===== config.mk =====
export PLATFORM = sky130hd
export DESIGN_NAME = i2c_byte_seq
export DESIGN_NICKNAME = d
export VERILOG_FILES = /design/src/rtl/i2c_byte_seq.sv
export SDC_FILE = /design/constraint.sdc
export NUM_CORES = 1
export LEC_CHECK = 0
export BUFFER_PORTS_ARGS = -buffer_cell sky130_fd_sc_hd__buf_2
export CAP_MARGIN = 5
export CORE_MARGIN = 1.5
export CORE_UTILIZATION = 51
export DETAILED_ROUTE_END_ITERATION = 12
export PLACE_DENSITY = 0.74
export REMOVE_ABC_BUFFERS = 1
export SETUP_SLACK_MARGIN = 0.1
export SYNTH_ARGS = -nofsm -noshare
export SYNTH_HDL_FRONTEND = slang
export SYNTH_SLANG_ARGS = --single-unit

===== constraint.sdc =====
create_clock -name clk -period 4.7 [get_ports clk]
set_input_delay 0.235 -clock clk [delete_from_list [all_inputs] [get_ports clk]]
set_output_delay 0.235 -clock clk [all_outputs]
set_load 0.005 [all_outputs]

===== src/rtl/i2c_byte_seq.sv =====
module i2c_byte_seq #(
  parameter int DATA_W = 8
) (
  input  logic              clk,
  input  logic              rst_n,
  input  logic              cmd_we,
  input  logic              cmd_start,
  input  logic              cmd_stop,
  input  logic              cmd_write,
  input  logic              cmd_read,
  input  logic              cmd_ack_bit,
  input  logic [DATA_W-1:0] tx_data,
  input  logic              irq_clr,
  output logic [2:0]        bit_cmd,
  output logic              bit_din,
  input  logic              bit_done,
  input  logic              bit_dout,
  output logic [DATA_W-1:0] rx_data,
  output logic              rx_ack,
  output logic              busy,
  output logic              done,
  output logic              irq
);
  localparam int CW = $clog2(DATA_W + 1);
  localparam logic [2:0] BC_IDLE = 3'd0, BC_START = 3'd1, BC_STOP = 3'd2,
                         BC_WR = 3'd3, BC_RD = 3'd4;

  typedef enum logic [2:0] {S_IDLE, S_START, S_XFER, S_ACK, S_STOP} state_t;
  state_t state;

  logic f_start, f_stop, f_wr, f_rd, f_ackbit;
  logic [DATA_W-1:0] tx_q, sr, rx_q;
  logic [CW-1:0] cnt;
  logic ack_q, done_q, irq_q, fin;

  assign busy    = f_start | f_stop | f_wr | f_rd;
  assign rx_data = rx_q;
  assign rx_ack  = ack_q;
  assign done    = done_q;
  assign irq     = irq_q;

  assign fin = bit_done && ((state == S_START && !(f_wr || f_rd)) ||
                            (state == S_ACK && !f_stop) ||
                            (state == S_STOP));

  always_comb begin
    case (state)
      S_START: bit_cmd = BC_START;
      S_STOP:  bit_cmd = BC_STOP;
      S_XFER:  bit_cmd = f_rd ? BC_RD : BC_WR;
      S_ACK:   bit_cmd = f_rd ? BC_WR : BC_RD;
      default: bit_cmd = BC_IDLE;
    endcase
  end

  assign bit_din = (state == S_XFER) ? sr[DATA_W-1] :
                   (state == S_ACK)  ? f_ackbit : 1'b1;

  always_ff @(posedge clk) begin
    if (!rst_n) begin
      state <= S_IDLE;
      {f_start, f_stop, f_wr, f_rd, f_ackbit} <= '0;
      tx_q <= '0; sr <= '0; rx_q <= '0; cnt <= '0;
      ack_q <= 1'b0; done_q <= 1'b0; irq_q <= 1'b0;
    end else begin
      done_q <= fin;
      irq_q  <= fin ? 1'b1 : (irq_clr ? 1'b0 : irq_q);
      case (state)
        S_IDLE: begin
          if (cmd_we && !busy) begin
            {f_start, f_stop, f_wr, f_rd} <= {cmd_start, cmd_stop, cmd_write, cmd_read};
            f_ackbit <= cmd_ack_bit;
            tx_q     <= tx_data;
          end else if (busy) begin
            if (f_start) state <= S_START;
            else if (f_wr || f_rd) begin
              state <= S_XFER; sr <= tx_q; cnt <= CW'(DATA_W - 1);
            end else state <= S_STOP;
          end
        end
        S_START: if (bit_done && (f_wr || f_rd)) begin
          state <= S_XFER; sr <= tx_q; cnt <= CW'(DATA_W - 1);
        end
        S_XFER: if (bit_done) begin
          sr <= {sr[DATA_W-2:0], bit_dout};
          if (cnt == '0) state <= S_ACK;
          else cnt <= cnt - 1'b1;
        end
        S_ACK: if (bit_done) begin
          if (f_rd) rx_q <= sr;
          else ack_q <= bit_dout;
          if (f_stop) state <= S_STOP;
        end
        default: ;
      endcase
      if (fin) begin
        state <= S_IDLE;
        {f_start, f_stop, f_wr, f_rd} <= '0;
      end
    end
  end

  p_hold_cmd_r11: assert property (@(posedge clk) disable iff (!rst_n)
    (bit_cmd != BC_IDLE && !bit_done) |=> ($stable(bit_cmd) && $stable(bit_din)));
  p_done_clear_r7: assert property (@(posedge clk) disable iff (!rst_n)
    done |-> !busy);
  p_done_pulse_r7: assert property (@(posedge clk) disable iff (!rst_n)
    done |=> !done);
  p_irq_sticky_r8: assert property (@(posedge clk) disable iff (!rst_n)
    (irq && !irq_clr) |=> irq);
  p_irq_rise_r8: assert property (@(posedge clk) disable iff (!rst_n)
    $rose(irq) |-> done);
  p_idle_quiet_r1: assert property (@(posedge clk) disable iff (!rst_n)
    !busy |-> (bit_cmd == BC_IDLE));
endmodule


==> results of run 1 <==
==> cells in the final DEF (no fill, tap or decap), types with 3 or more instances in the layout <==
cell type and instances:
dfxtp_1 39, buf_2 34, a21oi_1 25, nor2_1 20
mux2i_1 18, nand2_1 15, o21ai_0 10, or3_1 10
nand3_1 9, inv_1 7, clkbuf_4 5, nand2b_1 4
nor4_1 4, nor3_1 3
==> power groups by stage <==
stage,clock [W],sequential (W),combinational (W)
floorplan,0,0.000483,0.000316
global placement,0,0.000517,0.000404
detailed placement,0,0.000515,0.000408
CTS,0.000177,0.000508,0.000411
global route,0.000192,0.000529,0.000468
finish,0.000175,0.000511,0.000409
==> synthesized netlist by cell type, drive strengths merged (2+ instances only) <==
library cell	n	area share, %
o21a	2	0.83
nand2	15	3.1
nor2	20	4.1
inv	7	1.4
o31ai	2	0.83
nor3b	2	0.83
o21ai	11	3.0
nor2b	3	1.4
nor3	3	0.83
buf	10	3.6
clkbuf	7	1.4
nand2b	4	1.4
mux2i	18	9.9
a21oi	25	6.9
nand3	9	2.5
dfxtp	39	43
o311ai	2	0.96
o21bai	2	0.83
or3	10	3.4
nor4	4	1.4
==> sequential cells by signal (all words and copies together) (netlist names), 3 cells and up <==
name     flops
state        3
tx_q         8
rx_data      8
sr           8
cnt          4
==> worst max-delay path: stages, from the launching register on <==
cell and delay, ns:
dfxtp_1 0.65, nor3b_1 0.82, buf_4 0.30, mux2i_1 0.10
or3_1 0.31, a21oi_1 0.14
==> worst min path at each step <==
stage / from / to / cells past startpoint
2_1_floorplan: rst_n / cnt[0]$_SDFFE_PN0P_ / 1
3_3_place_gp: rx_data[7]$_SDFFE_PN0P_ / rx_data[7]$_SDFFE_PN0P_ / 2
3_5_place_dp: rx_data[7]$_SDFFE_PN0P_ / rx_data[7]$_SDFFE_PN0P_ / 2
4_1_cts: cmd_start / f_start$_SDFFE_PP0P_ / 3
5_1_grt: tx_data[5] / tx_q[5]$_SDFFE_PN0P_ / 3
6_report: cmd_start / f_start$_SDFFE_PP0P_ / 3
==> logic make-up (layout without fill, tap and decap cells) <==
logic type / count (synthesis) / count (layout) / share of synthesized area [%]
and+or+nand+nor: 77 / 77 / 22.3
AOI/OAI and AO/OA: 52 / 52 / 17.1
DFF: 39 / 39 / 43.0
buffers and inverters: 24 / 49 / 6.54
muxes: 18 / 18 / 9.92
adders and majority gates: 1 / 1 / 0.689
xor gates and xnor gates: 1 / 1 / 0.482
==> area by class of cell <==
class / instances / area (µm²) / area share, %
clock inverters: 1 / 5.00 / 0.248
repair buffers: 35 / 178 / 8.81
well taps: 46 / 57.6 / 2.86
inverters: 7 / 26.3 / 1.30
multi-input cells: 149 / 917 / 45.5
clock buffers: 6 / 51.3 / 2.55
flip-flops and latches: 39 / 781 / 38.7
==> routing by layer <==
metal	global-route usage (%)	part of all wire [%]	vias to the layer above
met2	32.9	45	36
met5	0	0	-
met4	6.39	1.2	0
li1	-	-	805
met1	28.2	49	743
met3	4.86	4.5	5
==> through the flow <==
step	instance area (µm²)	setup WS, ns
floorplan	1720	2.42
global placement	1960	2.45
detailed placement	1960	2.37
CTS	2020	2.34
global route	2020	2.13
finish	2020	2.33
==> summary.md, run 1 <==
| Metric | Value |
|---|---|
| Async S/R FF share, synth | `0%` |
| Critical path fanouts, max | `35` |
| # setup viols final | `0` |
| Placer Congestion | `0.817` |
| Fmax | `422 MHz` |
| Min cycle time layout | `2.37 ns` |
| Pwr dens | `544 nW/µm²` |
| WL/cell | `13.3 µm` |
| First-pass GRT wire length | `6660 µm` |
| Yosys reg bits | `39` |
| Setup crit start kind | `flip-flop` |
| Part of the power in combinational logic | `37.4%` |
| Leak | `0.786 nW` |
| Post-CTS resize count | `0` |
| Overall Global Routing Usage | `20.8%` |
| Die boundary width | `62.7 µm` |
| Final Power | `0.00110 W` |
| Port Buffers | `34` |
| Crit path required time | `4.97 ns` |
| Switching share of power | `39.2%` |
| YS warnings | `0` |
| Initial antenna violation count | `0` |
| # clock sinks | `39` |
| Diode count | `0` |
| Worst r2r path cells | `5` |
| IO Count | `35` |
| Num rows | `21` |
| DIE AREA | `3930 µm²` |
| Vias/cell | `5.61` |
| Layout cell share with drive strength beyond 1 | `18.1%` |
| Tightest Hold Check Type | `in -> reg` |
| # nets final | `257` |
| Non-filler cells, final | `283` |
| Total Routed Length | `3760 µm` |
| Crit path DAT | `2.64 ns` |
| Final Util | `59.5%` |
| DR pass1 iterations | `4` |
| Worst Setup SP | `state[2]$_SDFFE_PP0P_` |
| Worst skew pair latency | `0.34 ns` |
| Postcts setup bufs | `0` |
| Starting Density | `53.6%` |
| Mapped Area | `1820 µm²` |
| Internal Power | `0.000666 W` |
| Reg power frac | `46.6%` |
| Syn avg cell area | `8.57 µm²` |
| DRT antenna net count | `0` |
| Max Cap Viol | `0` |
| Syn-to-layout area delta | `11.0%` |
| R2r setup slk | `2.33 ns` |
| Hold slack | `0.113 ns` |
| Worst slew pin tran | `1.00 ns` |
| Via Count | `1589` |
| Outcome | `complete, no violations` |
| Die height | `62.7 µm` |
| Root Driver | `clkbuf_4` |
| Fraction of the yosys area taken by sequential cells | `43.0%` |
| Worst clock skew | `0.00666 ns` |
| Count of flip-flops with a built-in enable after synthesis | `0` |
| Main synth FF type | `dfxtp_1` |
| CP Class | `reg -> reg` |
| Relative max-transition margin | `33.1%` |
| Clock slew at reported path FFs | `0.11 ns` |
| Vias in the first global route | `1459` |
| Hpwl dp | `2470 µm` |
| DP Cell Count | `276` |
| Switching pwr | `0.000430 W` |
| Htree depth | `2` |
| CTS Buf Count | `5` |
| Clk pwr share | `16.0%` |
| Final hold violation count | `0` |
| Worst r2r src | `state[2]$_SDFFE_PP0P_` |
| RSZ-0062 raised after global routing | `false` |
| Total congestion overflow | `0` |
| TritonCTS clock tree | `done` |
| DR iter-0 viols | `139` |
| Hold Buf Count CTS | `0` |
| Fin. max-slew vios | `0` |
| Residual DRC count | `0` |
| Crit end category | `flip-flop` |
| Pin count of the biggest net entering global routing | `36` |
| Worst setup path endpoint | `sr[7]$_SDFFE_PN0P_` |
| Fill count | `318` |
| Post-synthesis cell count | `212` |
| Netlist cell types | `42` |
| CTS max path bufs | `2` |
| Sum Neg Setup Slack | `0 ns` |
| Core region area | `3390 µm²` |
| Fin crit share | `50.5%` |
| Peak supply drop | `0.351 mV` |
| RR Endpoint | `sr[7]$_SDFFE_PN0P_` |
No activity file was read; power rests on OpenSTA's default activity.
==> run 2: changes to the inputs <==
- ABC_AREA: not set -> 1
- clock period: 4.7 -> 2.2 ns (I/O delays scaled with it)
==> run 2 against run 1 <==
The run now ends with hold timing left. Setup slack got worse by 1.9 ns. Combinational power rose to 2.9 times the previous value. Clock power grew 110%. Largest cell class unchanged.
==> summary.md, run 2 <==
| Metric | Value |
|---|---|
| Outcome | `complete, but fails checks` |
| Failing checks | `hold timing` |
| Relative max-transition margin | `66.9% (+34 points)` |
| Crit path DAT | `1.67 ns (-0.97 ns)` |
| Area of the multi-input gates | `910 µm² (-0.82%)` |
| Die boundary width | `63.3 µm (+1.0%)` |
| Root Driver | `clkbuf_4` |
| Crit path required time | `2.09 ns (-2.88 ns)` |
| Met1 usage | `29.0% (+0.76 points)` |
| Vias/cell | `4.87 (-13%)` |
| Count leader, synth | `nor2_1` |
| Worst slew pin tran | `0.497 ns (-0.506 ns)` |
| Top-area cell type share of the netlist area | `42.0% (-0.93 points)` |
| Cell taking the most area after synthesis | `dfxtp_1` |
| WL/cell | `10.7 µm (-20%)` |
| IO Count | `35 (unchanged)` |
| Post-synthesis cell count | `273 (+29%)` |
| Tightest Hold Check Type | `in -> reg` |
| Clock slew at reported path FFs | `0.13 ns (+0.02 ns)` |
| RSZ-0062 raised after global routing | `false` |
| Sum Neg Setup Slack | `0 ns (unchanged)` |
| # clock sinks | `39 (unchanged)` |
| Met3 Use GR | `4.11% (-0.76 points)` |
| Core region area | `3420 µm² (+0.78%)` |
| Crit end category | `primary output` |
| Fmax | `562 MHz` |
| Crit-path cells | `inv_1 -> nor2_2 -> nand2_1 -> inv_1 -> a21oi_1 -> nand2_1 -> buf_2` |
| Syn avg cell area | `6.80 µm² (-21%)` |
| YS warnings | `0 (unchanged)` |
| Yosys reg bits | `39 (unchanged)` |
| Most area-consuming cells after synthesis | `dfxtp_1, nor2_1, nand2_1, o21ai_0, inv_1` |
| Synth top cells by count | `nor2_1, nand2_1, dfxtp_1` |
| Count of flip-flops with a built-in enable after synthesis | `0 (unchanged)` |
| Async S/R FF share, synth | `0% (unchanged)` |
| Hold slack | `-0.000776 ns (-0.114 ns)` |
| Reg area | `781 µm² (unchanged)` |
| Die height | `63.3 µm (+1.0%)` |
| # nets final | `330 (+28%)` |
| CP Class | `reg -> out` |
| Total congestion overflow | `0 (unchanged)` |
| Total Routed Length | `3810 µm (+1.4%)` |
| Peak supply drop | `0.641 mV (+83%)` |
| First-pass GRT wire length | `6520 µm (-2.1%)` |
| # setup viols final | `0 (unchanged)` |
| Min cycle time layout | `1.78 ns` |
| TritonCTS clock tree | `done` |
| Final Util | `62.1% (+2.7 points)` |
| Fin worst setup slack | `0.421 ns (-1.91 ns)` |
| Placer Congestion | `0.949 (+16%)` |
| CTS Buf Count | `5 (unchanged)` |
| Overall Global Routing Usage | `20.3% (-0.48 points)` |
| Pwr dens | `1200 nW/µm² (+120%)` |
| Via Count | `1738 (+9.4%)` |
| Pin count of the biggest net entering global routing | `33 (-8.3%)` |
| Leak | `1.01 nW (+29%)` |
| Most frequent cells in the layout | `nor2_1, nand2_1, dfxtp_1` |
| Setup WS pre-CTS | `0.668 ns (-1.70 ns)` |
| Main synth FF type | `dfxtp_1` |
| Num rows | `21 (unchanged)` |
| Critical path fanouts, max | `7 (-80%)` |
| Vias in the first global route | `1515 (+3.8%)` |
| DR iter-0 viols | `83 (-40%)` |
| Initial antenna violation count | `0 (unchanged)` |
| Netlist cell types | `25 (-40%)` |
| DIE AREA | `4010 µm² (+2.1%)` |
| DR pass1 iterations | `4 (unchanged)` |
| Post-CTS resize count | `0 (unchanged)` |
| Port Buffers | `34 (unchanged)` |
| Residual DRC count | `0 (unchanged)` |
| Layout cell share with drive strength beyond 1 | `20.3% (+2.1 points)` |
| Final hold violation count | `1 (+1)` |
| Mapped Area | `1860 µm² (+2.2%)` |
| Hpwl dp | `2800 µm (+14%)` |
| Max Cap Viol | `0 (unchanged)` |
| CTS max path bufs | `2 (unchanged)` |
| Htree depth | `2 (unchanged)` |
| Fin crit share | `80.9%` |
| Setup crit start kind | `flip-flop` |
| GR Util met2 | `29.6% (-3.3 points)` |
| Starting Density | `54.4% (+0.76 points)` |
| CP max stage delay | `0.47 ns (-0.35 ns)` |
| Grt peak-use layer | `met2` |
| Worst skew pair latency | `0.34 ns (about the same)` |
| Syn-to-layout area delta | `14.3%` |
| Commonest non-fill, non-tap cell in the layout | `nor2_1` |
| Fin. max-slew vios | `0 (unchanged)` |
| Fill count | `335 (+5.3%)` |
| Postcts setup bufs | `0 (unchanged)` |
| Diode count | `0 (unchanged)` |
| Worst clock skew | `0.0133 ns (+0.00662 ns)` |
| Slowest cell on crit path | `dfxtp_1` |
| Fraction of the yosys area taken by sequential cells | `42.0% (-0.93 points)` |
| Hold Buf Count CTS | `2 (+2)` |
| DRT antenna net count | `0 (unchanged)` |
-- run 2: cell count changes in the layout (fill, tap and decap cells not counted), sizes merged, moves of 3 or more --
cell,previous run,this run
o21ai,11,36
nor4,4,0
nand2b,4,0
or3,10,0
nor2b,3,0
inv,7,30
nor2,20,65
nand2,15,55
nand3,9,15
a21oi,25,17
nor3,3,0
mux2i,18,0
-- run 2: layer usage --
metal	vias to the layer above	wire length, µm	part of all wire (%)
met3	2	282	7.4
met2	63	1530	40
met1	738	1970	52
li1	935	-	-
met4	0	31	0.81
met5	-	0	0
-- run 2: area by class of cell --
type	instances	area share (%)
Timing Repair Buffer	37	9.32
Sequential cell	39	36.8
Clock inverter	2	0.590
Tap cell	46	2.71
Clock buffer	6	1.95
Inverter	32	5.78
Multi-Input combinational cell	195	42.9
-- run 2: final timing paths --
kind / cells past startpoint / slack (ns) / end / from
max: 7 / 0.42 / bit_cmd[0] / state[1]$_SDFFE_PP0P_
min: 3 / -0.0008 / tx_q[4]$_SDFFE_PN0P_ / tx_data[4]
max reg2reg: 8 / 0.63 / cnt[3]$_SDFFE_PN0P_ / state[1]$_SDFFE_PP0P_
min reg2reg: 2 / 0.46 / rx_ack$_SDFFE_PN0P_ / rx_ack$_SDFFE_PN0P_
-- run 2: worst max-delay path: cells and delay by family (launching register included) --
| family | cells | cell delay [ns] |
|---|---|---|
| compound gates | 1 | 0.10 |
| buf+inv | 3 | 0.39 |
| flops | 1 | 0.47 |
| simple gates | 3 | 0.38 |
-- run 2: per-stage QoR --
step                      hold slack, ns  total power, W  std cells  area (µm²)
after global placement             0.356         0.00216        347        2050
after CTS                        0.00272         0.00254        357        2120
final                          -0.000776         0.00254        357        2120
after detailed placement           0.363         0.00218        347        2050
after global routing             0.00463         0.00279        357        2120
after floorplan                    0.221         0.00189        266        1810
-- run 2: kinds of logic after synthesis --
family          share of synthesized area, %
xor+xnor                               0.944
fa+ha+maj                              0.674
compound gates                          15.4
simple gates                            32.0
buf+inv                                 8.96
flops                                   42.0
-- run 2: where the power goes --
group	leakage (nW)	internal, W	switching (W)
registers	0.319	0.000876	0.000115
logic	0.667	0.000419	0.000768
clock network	0.0282	0.000124	0.000242
total	1.01	0.00142	0.00113
==> run 3: changes to the inputs <==
- CORE_UTILIZATION: 51 -> 49
- PLACE_DENSITY: 0.74 -> 0.75
- clock period: 2.2 -> 1.5 ns (I/O delays scaled with it)
==> run 3 against run 2 <==
The flow now finishes without violations. Highest routed layer unchanged. Final cell count grew 5.0%. Final area is 14% higher. Sequential cell count did not move. Global-route usage grew 1.5 points. First-iteration DRC count increased by 8.4%. Largest power group unchanged. Via count up 9.3%. Worst hold slack improved by 0.0083 ns. Sequential power is 48% higher. Core utilization up 4.2 points.
==> summary.md, run 3 (synthesis gave the netlist of run 2 again) <==
| Metric | Value |
|---|---|
| Leak | `1.16 nW (+14%)` |
| Initial antenna violation count | `0 (unchanged)` |
| Max Cap Viol | `0 (unchanged)` |
| Commonest non-fill, non-tap cell in the layout | `nor2_1` |
| CTS Buf Count | `5 (unchanged)` |
| Most frequent cells in the layout | `nor2_1, nand2_1, dfxtp_1` |
| Via Count | `1899 (+9.3%)` |
| Hold Path Sink | `f_stop$_SDFFE_PP0P_` |
| Final hold violation count | `0 (-1)` |
| Root Driver | `clkbuf_8` |
| Die height | `64.6 µm (+1.9%)` |
| Clock slew at reported path FFs | `0.08 ns (-0.05 ns)` |
| Pin count of the biggest net entering global routing | `29 (-12%)` |
| CP max stage delay | `0.37 ns (-0.10 ns)` |
| Crit-path cells | `buf_6 -> a21oi_1 -> nand2_1 -> nor2_4 -> nand2_4 -> o21ai_0 -> nor2_1` |
| Placer Congestion | `0.870 (-8.3%)` |
| Port Buffers | `34 (unchanged)` |
| Num rows | `22 (+4.8%)` |
| Crit path DAT | `1.66 ns (about the same)` |
| First-pass GRT wire length | `7050 µm (+8.1%)` |
| TritonCTS clock tree | `done` |
| # clock sinks | `39 (unchanged)` |
| Slowest cell on crit path | `dfxtp_4` |
| RR Endpoint | `sr[7]$_SDFFE_PN0P_` |
| IO Count | `35 (unchanged)` |
| Tightest Hold Check Type | `in -> reg` |
| Setup WS pre-CTS | `0.0726 ns (-0.595 ns)` |
| Peak supply drop | `1.06 mV (+65%)` |
| CTS max path bufs | `2 (unchanged)` |
| Fin crit share | `97.2%` |
| Core region area | `3660 µm² (+7.2%)` |
| Hpwl dp | `2970 µm (+6.0%)` |
| Worst r2r src | `state[1]$_SDFFE_PP0P_` |
| DIE AREA | `4170 µm² (+3.9%)` |
| Setup crit start kind | `flip-flop` |
| DR pass1 iterations | `4 (unchanged)` |
| Starting Density | `50.7% (-3.6 points)` |
| Min cycle time layout | `1.46 ns` |
| Pwr dens | `1900 nW/µm² (+58%)` |
| RSZ-0062 raised after global routing | `true` |
| Vias/cell | `5.06 (+4.0%)` |
| Fmax | `686 MHz` |
| Critical path fanouts, max | `5 (-2)` |
| Worst hold start | `cmd_stop` |
| Fin worst setup slack | `0.0418 ns (-0.379 ns)` |
| Worst r2r path cells | `7 (-1)` |
| Htree depth | `2 (unchanged)` |
| Crit path required time | `1.71 ns (-0.38 ns)` |
| Hold slack | `0.00752 ns (+0.00829 ns)` |
| Syn-to-layout area delta | `30.7%` |
| Diode count | `0 (unchanged)` |
| Fill count | `323 (-3.6%)` |
| Final Power | `0.00460 W (+81%)` |
| Layout cell share with drive strength beyond 1 | `33.0% (+13 points)` |
| WL/cell | `12.1 µm (+13%)` |
| # nets final | `346 (+4.8%)` |
| Worst clock skew | `0.00464 ns (-0.00864 ns)` |
| CP Class | `reg -> reg` |
| Relative max-transition margin | `81.4% (+15 points)` |
| Overall Global Routing Usage | `21.9% (+1.5 points)` |
| Worst slew pin tran | `0.279 ns (-0.218 ns)` |
| Worst skew pair latency | `0.30 ns (-0.04 ns)` |
| Sum Neg Setup Slack | `0 ns (unchanged)` |
| DRT antenna net count | `0 (unchanged)` |
| Vias in the first global route | `1564 (+3.2%)` |
| DR iter-0 viols | `90 (+8.4%)` |
| Die boundary width | `64.6 µm (+1.9%)` |
| # setup viols final | `0 (unchanged)` |
| Total congestion overflow | `0 (unchanged)` |
| Outcome | `complete, no violations` |
| Total Routed Length | `4530 µm (+19%)` |
| Fin. max-slew vios | `0 (unchanged)` |
| Hold Path Stages | `3 (unchanged)` |
| R2r setup slk | `0.04 ns (-0.59 ns)` |
| Residual DRC count | `0 (unchanged)` |
| Crit end category | `flip-flop` |
[run 3: layout make-up]
class / count / area, µm² / share of cell area [%]
clock buffer: 6 / 82.6 / 3.40
clock inverter: 2 / 16.3 / 0.670
inverter: 32 / 138 / 5.67
multi-input combinational: 196 / 1030 / 42.5
sequential: 39 / 790 / 32.5
tap: 48 / 60.1 / 2.47
timing repair buffer: 51 / 305 / 12.6
timing repair inverter: 1 / 5.00 / 0.206
[run 3: critical path: cells and delay by family (launching register included)]
| family | cells | cell delay [ns] |
|---|---|---|
| AND/OR/NAND/NOR | 4 | 0.53 |
| flip-flops | 1 | 0.37 |
| buffers and inverters | 1 | 0.13 |
| AO/OA/AOI/OAI | 2 | 0.33 |
[run 3: per-layer routing]
metal	wire length [µm]	global-route usage [%]	part of all wire [%]	vias up
li1	-	-	-	975
met1	2100	28.3	46	855
met2	2090	34.5	46	54
met3	209	4.69	4.6	15
met4	136	10.9	3.0	0
met5	0	0	0	-
[run 3: metrics by stage]
stage	utilization, %	cell area, µm²	std cells
after global placement	57.2	2100	355
final	66.3	2430	375
after global routing	66.3	2430	375
after detailed placement	57.2	2100	355
after floorplan	-	1810	266
after CTS	62.1	2270	368
[run 3: how the worst max path moves through the flow]
stage	startpoint	endpoint	cells after the start
final	state[1]$_SDFFE_PP0P_	sr[7]$_SDFFE_PN0P_	7
after global routing	state[2]$_SDFFE_PP0P_	cnt[0]$_SDFFE_PN0P_	8
after CTS	state[1]$_SDFFE_PP0P_	bit_din	6
after detailed placement	f_rd$_SDFFE_PP0P_	sr[2]$_SDFFE_PN0P_	9
after global placement	f_rd$_SDFFE_PP0P_	sr[3]$_SDFFE_PN0P_	9
after floorplan	state[1]$_SDFFE_PP0P_	cnt[0]$_SDFFE_PN0P_	8
[run 3: what timing repair did]
| action | in CTS | in global routing |
|---|---|---|
| endpoints found under the setup margin | 20 | 42 |
| pin swaps | 3 | 9 |
| resized for setup | 15 | 45 |
| hold endpoints to repair | 0 | 0 |
| cloned | 0 | 2 |
| hold buffers | 0 | 0 |
| buffers inserted | 5 | 5 |
[run 3: report_power, final]
| part | switching, W | leakage, nW | total, W | internal, W |
|---|---|---|---|---|
| Sequential | 0.000170 | 0.321 | 0.00147 | 0.00130 |
| Clock | 0.000412 | 0.0474 | 0.000787 | 0.000376 |
| Combinational | 0.00145 | 0.791 | 0.00235 | 0.000899 |
| Total | 0.00203 | 1.16 | 0.00460 | 0.00257 |
